File: src/rtl/stop_ctl.sv
module stop_ctl #(
  parameter int ADDR_W      = 8,
  parameter int DATA_W      = 8,
  parameter int PCON_ADDR   = 'h87,
  parameter int STOP_BIT    = 1,
  parameter int N_WAKE      = 4,
  parameter int WARM_CYCLES = 65536
) (
  input  logic              osc_clk,
  input  logic              rst_n,
  input  logic              sfr_we,
  input  logic [ADDR_W-1:0] sfr_addr,
  input  logic [DATA_W-1:0] sfr_wdata,
  input  logic [N_WAKE-1:0] ext_irq,
  output logic              core_clk_en,
  output logic              wake_req
);
  localparam int CNT_W = (WARM_CYCLES > 1) ? $clog2(WARM_CYCLES) : 1;
  localparam logic [CNT_W-1:0] CNT_LAST = CNT_W'(WARM_CYCLES - 1);

  typedef enum logic [1:0] {S_RUN, S_STOP, S_WARM} pstate_t;

  pstate_t           state;
  logic [CNT_W-1:0]  warm_cnt;
  logic [N_WAKE-1:0] irq_s1, irq_s2, irq_prev;
  logic              any_edge, stop_wr, warm_done;

  assign any_edge  = |(irq_s2 & ~irq_prev);
  assign stop_wr   = sfr_we && (sfr_addr == ADDR_W'(PCON_ADDR)) && sfr_wdata[STOP_BIT];
  assign warm_done = (warm_cnt == CNT_LAST);

  always_ff @(posedge osc_clk or negedge rst_n) begin
    if (!rst_n) begin
      irq_s1   <= '0;
      irq_s2   <= '0;
      irq_prev <= '0;
    end else begin
      irq_s1   <= ext_irq;
      irq_s2   <= irq_s1;
      irq_prev <= irq_s2;
    end
  end

  always_ff @(posedge osc_clk or negedge rst_n) begin
    if (!rst_n) begin
      state    <= S_RUN;
      warm_cnt <= '0;
      wake_req <= 1'b0;
    end else begin
      wake_req <= 1'b0;
      unique case (state)
        S_RUN:  if (stop_wr) state <= S_STOP;
        S_STOP: if (any_edge) begin
                  state    <= S_WARM;
                  warm_cnt <= '0;
                end
        S_WARM: if (warm_done) begin
                  state    <= S_RUN;
                  warm_cnt <= '0;
                  wake_req <= 1'b1;
                end else begin
                  warm_cnt <= warm_cnt + 1'b1;
                end
        default: state <= S_RUN;
      endcase
    end
  end

  assign core_clk_en = (state == S_RUN);

  p_enter_r1: assert property (@(posedge osc_clk) disable iff (!rst_n)
    (core_clk_en && stop_wr) |=> !core_clk_en);

  p_hold_stop_r3: assert property (@(posedge osc_clk) disable iff (!rst_n)
    (state == S_STOP && !any_edge) |=> (state == S_STOP));

  p_off_while_warm_r2: assert property (@(posedge osc_clk) disable iff (!rst_n)
    (state == S_WARM && !warm_done) |=> !core_clk_en);

  p_full_warm_r5: assert property (@(posedge osc_clk) disable iff (!rst_n)
    $rose(core_clk_en) |-> ($past(warm_cnt) == CNT_LAST));

  p_pulse_once_r7: assert property (@(posedge osc_clk) disable iff (!rst_n)
    wake_req |=> !wake_req);

  p_pulse_on_resume_r7: assert property (@(posedge osc_clk) disable iff (!rst_n)
    wake_req |-> (core_clk_en && !$past(core_clk_en)));

  p_run_ignores_edges_r9: assert property (@(posedge osc_clk) disable iff (!rst_n)
    (core_clk_en && !stop_wr) |=> core_clk_en);
endmodule

File: config.mk
export PLATFORM = sky130hd
export DESIGN_NAME = stop_ctl
export DESIGN_NICKNAME = d
export VERILOG_FILES = /design/src/rtl/stop_ctl.sv
export SDC_FILE = /design/constraint.sdc
export NUM_CORES = 1
export LEC_CHECK = 0
export BUFFER_PORTS_ARGS = -buffer_cell sky130_fd_sc_hd__buf_2
export CELL_PAD_IN_SITES_DETAIL_PLACEMENT = 0
export CELL_PAD_IN_SITES_GLOBAL_PLACEMENT = 1
export CORE_MARGIN = 2
export CORE_UTILIZATION = 35
export DETAILED_ROUTE_END_ITERATION = 7
export GPL_TIMING_DRIVEN = 1
export PLACE_DENSITY = 0.65
export REMOVE_ABC_BUFFERS = 1
export SYNTH_ARGS = -nofsm -noshare
export SYNTH_HDL_FRONTEND = slang
export SYNTH_SLANG_ARGS = --single-unit
File: constraint.sdc
create_clock -name osc_clk -period 2.4 [get_ports osc_clk]
set_input_delay 0.48 -clock osc_clk [delete_from_list [all_inputs] [get_ports osc_clk]]
set_output_delay 0.48 -clock osc_clk [all_outputs]
set_load 0.005 [all_outputs]
After elaboration in Yosys (flattened, before gate mapping)
Index checks and enable logic that the tools add are counted.
{"block": "word_totals", "wordCells": 32, "regBits": 31, "output_inout_bits": 2, "inputBits": 23}
{"block": "classes", "reduce_logical": 7, "addsub": 1, "eq_ne": 7, "n_bitwise": 2, "n_mux": 9}
{"op": "16-bit 2-to-1 mux", "n": 2}
{"op": "16-bit one-hot mux with 2 select lines", "n": 1}
{"op": "16-bit by 1-bit adder with 16-bit output (second input constant)", "n": 1}
{"op": "16-bit equality test (second input constant)", "n": 1}
{"op": "8-bit equality test (second input constant)", "n": 1}
{"op": "2-bit 2-to-1 mux", "n": 3}
{"op": "2-bit one-hot mux with 3 select lines", "n": 1}
{"op": "4-bit AND", "n": 1}
{"op": "2-bit != test (second input constant)", "n": 2}
{"op": "4-bit NOT", "n": 1}
{"op": "4-bit OR reduction", "n": 1}
{"op": "3-bit AND reduction", "n": 1}
{"op": "2-bit by 1-bit equality test with 1-bit output (second input constant)", "n": 1}
{"op": "2-bit equality test (second input constant)", "n": 1}
{"op": "1-bit logical AND", "n": 2}
{"op": "2-bit zero test", "n": 1}
{"op": "1-bit 2-to-1 mux", "n": 2}
{"op": "2-bit by 1-bit != test with 1-bit output (second input constant)", "n": 1}
{"op": "2-bit AND reduction", "n": 1}
{"op": "2-bit nonzero test", "n": 1}

Longest topological paths before layout
{"block": "logic_depth", "word_depth": 5, "depth_mapped": 7, "depth_no_buf": 6}

Least setup slack after synthesis
No wires, ideal clock.
{"block": "synth_timing", "path_kind": "reg2reg", "startpoint": "register warm_cnt[0]", "endpoint": "register warm_cnt[6]", "path_stages_with_launch": 7, "setup_slack_ns": 0.566, "required_ns": 2.274, "arrival_ns": 1.708, "setup_time_ns": 0.126, "period_less_slack_ns": 1.834, "path_buffers": 0, "path_cell_list": "dfrtp_1 ha_1 nand4_2 nor4_4 a41oi_2 and3_1 a221o_1"}
{"block": "synth_between", "elab_chain_cells": 3, "word_cells_on_any_way": 4, "classes_between": "add/sub: 1; eq/ne: 1; mux: 2"}
{"item": "start, declared", "line": "24", "text": "logic [CNT_W-1:0] warm_cnt;"}
{"item": "start signal, assigned", "line": "62", "text": "warm_cnt <= warm_cnt + 1'b1;"}
{"item": "16-bit by 1-bit adder with 16-bit output or 16-bit equality test (tied branches)", "line": "62, 30"}
{"item": "16-bit 2-to-1 mux (*)", "line": "57", "text": "S_WARM: if (warm_done) begin"}
{"item": "16-bit one-hot mux with 2 select lines (*)", "line": "51", "text": "unique case (state)"}
Mark *: on every way between the ends. The rest lies on a longest branch, timed or not.
A chain may end at the register's enable or synchronous reset.

Worst setup path in the final report
Same ends and word-level chain as after synthesis.

==> reports/results.txt <==
The startpoint identified for the worst register-to-register timing path is warm_cnt[0]. The number of buffers and inverters on the critical path is 0. In this run the post-CTS setup repair buffer count came out at 0. In this run, the number of DRC markers left after iteration 0 of detailed routing was 36. The tools report the post-synthesis instance total as 132.

Post-synthesis register bit count: 31. Traced cell by cell, the critical path runs through ha_1 > nand4_2 > nor4_4 > a41oi_2 > and3_1 > a221o_1. The distinct cell type count of the synthesized netlist came out at 36. The first global-routing pass estimated 4640 um of wire. The die is 67.1 um wide.

The first TritonRoute pass finished after 4 iterations. The mapped netlist covers 1390 sq um. The run gives 0.00694 ns as the maximum clock skew at final layout.

The cell at the root of the clock tree was clkbuf_8. OpenSTA, run right after detailed placement, puts the worst setup slack at 0.409 ns. The hold violation total from the final report was 0; the total power was 1.28 mW.

Based on the critical path, the design can be clocked at up to 0.507 GHz. The area added between synthesis and finish was 18.5%. The endpoint identified for the worst register-to-register timing path is warm_cnt[6]. The number of cells traversed by the worst register-to-register path is 6, and the average cell area after synthesis is 10.6 sq um.

The TritonCTS buffer count is 5. The library cells used most frequently in the layout, excluding fill and tap cells, are dfrtp_1 (31), nand2_1 (17), buf_2 (17). For the pin with the worst max-slew slack, the measured transition is 0.697 ns. For the finished layout, the period the worst path requires is 1.97 ns. The post-cts resize count was 0. Setup repair after global routing left no endpoint under its margin. In this run, placement finished with an instance count of 198. The run gives 206 as the count of placed standard cells in the final layout, fillers left out. The leading cell type in the layout, fill and taps excluded is dfrtp_1.

Clock-pin slew was measured on the worst setup and hold paths at 0.07 ns. Using the TritonRoute via totals, the vias-per-cell ratio works out to 5.23. Entering global routing, the biggest net connects 32 pins. The run gives 0 as the hold buffer count at CTS. The flow ran to the end, and the final reports show no timing, DRC or antenna violations. The worst setup path is of the register to register kind. The placed wire-length estimate after detailed placement was 2110 um; the remaining antenna violation count was 0.

The routability congestion estimate is 0.735. The worst setup path is captured at a register. The kind of cell with the highest combined delay along the critical path is simple AND/OR/NAND/NOR gates.

Hold timing on the final database bottoms out at a slack of 0.246 ns. The worst relative slew slack was 0.535. The synthesized design contains 0 enable-type register cells. The clock net in this run drives a total of 31 sinks. After detailed routing, the number of remaining DRC violations is 0. The slack of the worst reg-to-reg path was 0.43 ns; the max-cap check violation count was 0. The critical path's slowest cell is dfrtp_1. TritonCTS built the clock tree.

The highest cell delay on the worst timing path is 0.42 ns, and the number of antenna violations at the first check in global routing is 0. The biggest fanout along the worst timing path is 6, and the maximum level of the CTS H-tree is 2. The async set or reset register ratio after synthesis was 1.00. The run gives 0.372 as the initial core utilization.

The overall global routing resource usage was 0.144; the leakage component of the power was 0.727 nW. Setup violations remaining at the end of the flow were counted as 0. The number of vias after detailed routing was 1077; the number of max-slew violations in the final report was 0. 0 antenna diodes ended up in the layout. The die covers 4500 sq um.

For the standard cell core area, the log shows 3740 sq um. The post-route clock period utilization was 0.821. The run gives 0.453 mV as the worst voltage drop across the vdd grid.

For the worst-case clock buffer depth, the log shows 2. The worst setup path is launched from a register. The most frequently used flop master after synthesis is dfrtp_1. The height of the chip works out to 67.1 um.

For this run, the post-layout net count is 181. In the final routed layout, each cell accounts on average for 14.0 um. The endpoint arrival time on the critical path was 2.13 ns; the overall overflow remaining after global route was 0. After floorplanning, the core was divided into 22 placement rows.

For this block, the routed nets add up to 2880 um of wire. For this design the top-level I/O count stands at 25. Buffers placed on the I/O ports in this run total 17.

In this run the power density over the cells is 775 nW/um^2. The number of global-route vias before repair came out at 1035. For the worst-skew pair, the clock arrives at the later sink with an insertion delay of 0.28 ns. The data required time at the worst endpoint was 2.56 ns; the sequential-to-total area share from yosys stat was 0.557. The path class of the tightest hold or removal check is input port to asynchronous set/reset pin.

In the final timing run, aggregate negative setup slack is 0 ns. Yosys printed 0 warnings. The ratio of cells with drive above 1 in the final layout was 0.222; the worst setup slack after layout was 0.430 ns.
## cell usage after synthesis (all sizes together), types with 2 or more instances
library cell	number	area, sq um
a21oi	6	30.0
a22o	2	17.5
a41oi	2	25.0
buf	2	10.0
dfrtp	31	776
inv	6	22.5
nand2	17	63.8
nand3	6	30.0
nand4	5	52.6
nand4b	2	17.5
nor2	11	41.3
nor2b	5	31.3
nor4	4	40.0
o211ai	2	15.0
o21ai	8	40.0
o41ai	2	17.5
or2	3	18.8
or3	4	30.0
xor2	3	26.3
## through the flow
| stage | instance area, sq um | util |
|---|---|---|
| floorplan | 1380 | - |
| global placement | 1550 | 0.414 |
| detailed placement | 1550 | 0.414 |
| CTS | 1650 | 0.441 |
| global route | 1650 | 0.441 |
| finish | 1650 | 0.441 |
## state kept, by name (all words and copies together) (netlist names)
| register | flops |
|---|---|
| irq_prev | 4 |
| irq_s1 | 4 |
| irq_s2 | 4 |
| state | 2 |
| wake_req | 1 |
| warm_cnt | 16 |
## where the power goes
part	switching [mW]	leakage, nW	internal [mW]	total [mW]
clock network	0.180	0.0515	0.261	0.441
logic	0.0954	0.287	0.0807	0.176
registers	0.0739	0.389	0.588	0.662
total	0.349	0.727	0.930	1.28
## routing by layer
layer  part of all wire  track usage  vias to the layer above
met5                  0            0                        -
met4              0.016       0.0689                        0
met3              0.063       0.0405                        5
met2               0.48        0.231                       31
met1               0.45        0.177                      516
li1                   -            -                      525
## kinds of logic after synthesis
family / Yosys count / share of synthesized area
AND/OR/NAND/NOR: 60 / 0.247
flip-flops: 31 / 0.557
AO/OA/AOI/OAI: 28 / 0.138
buffers and inverters: 8 / 0.0233
XOR/XNOR: 3 / 0.0189
multiplexers: 1 / 0.00718
adder cells (fa/ha/maj): 1 / 0.00898
## cell type report
type	instances	area, sq um
Sequential cell	31	776
Tap cell	48	60.1
Timing Repair Buffer	20	108
Fill cell	379	2090
Inverter	6	22.5
Multi-Input combinational cell	93	586
Clock buffer	8	100
## worst max path at each step
stage,endpoint,from,depth (start not counted)
finish,warm_cnt[6],warm_cnt[0],6
detailed placement,warm_cnt[4],warm_cnt[0],7
global route,warm_cnt[4],warm_cnt[0],7
CTS,warm_cnt[4],warm_cnt[0],7
global placement,warm_cnt[2],warm_cnt[0],7
floorplan,warm_cnt[6],warm_cnt[0],6
Power figures use the tool's default switching activity.
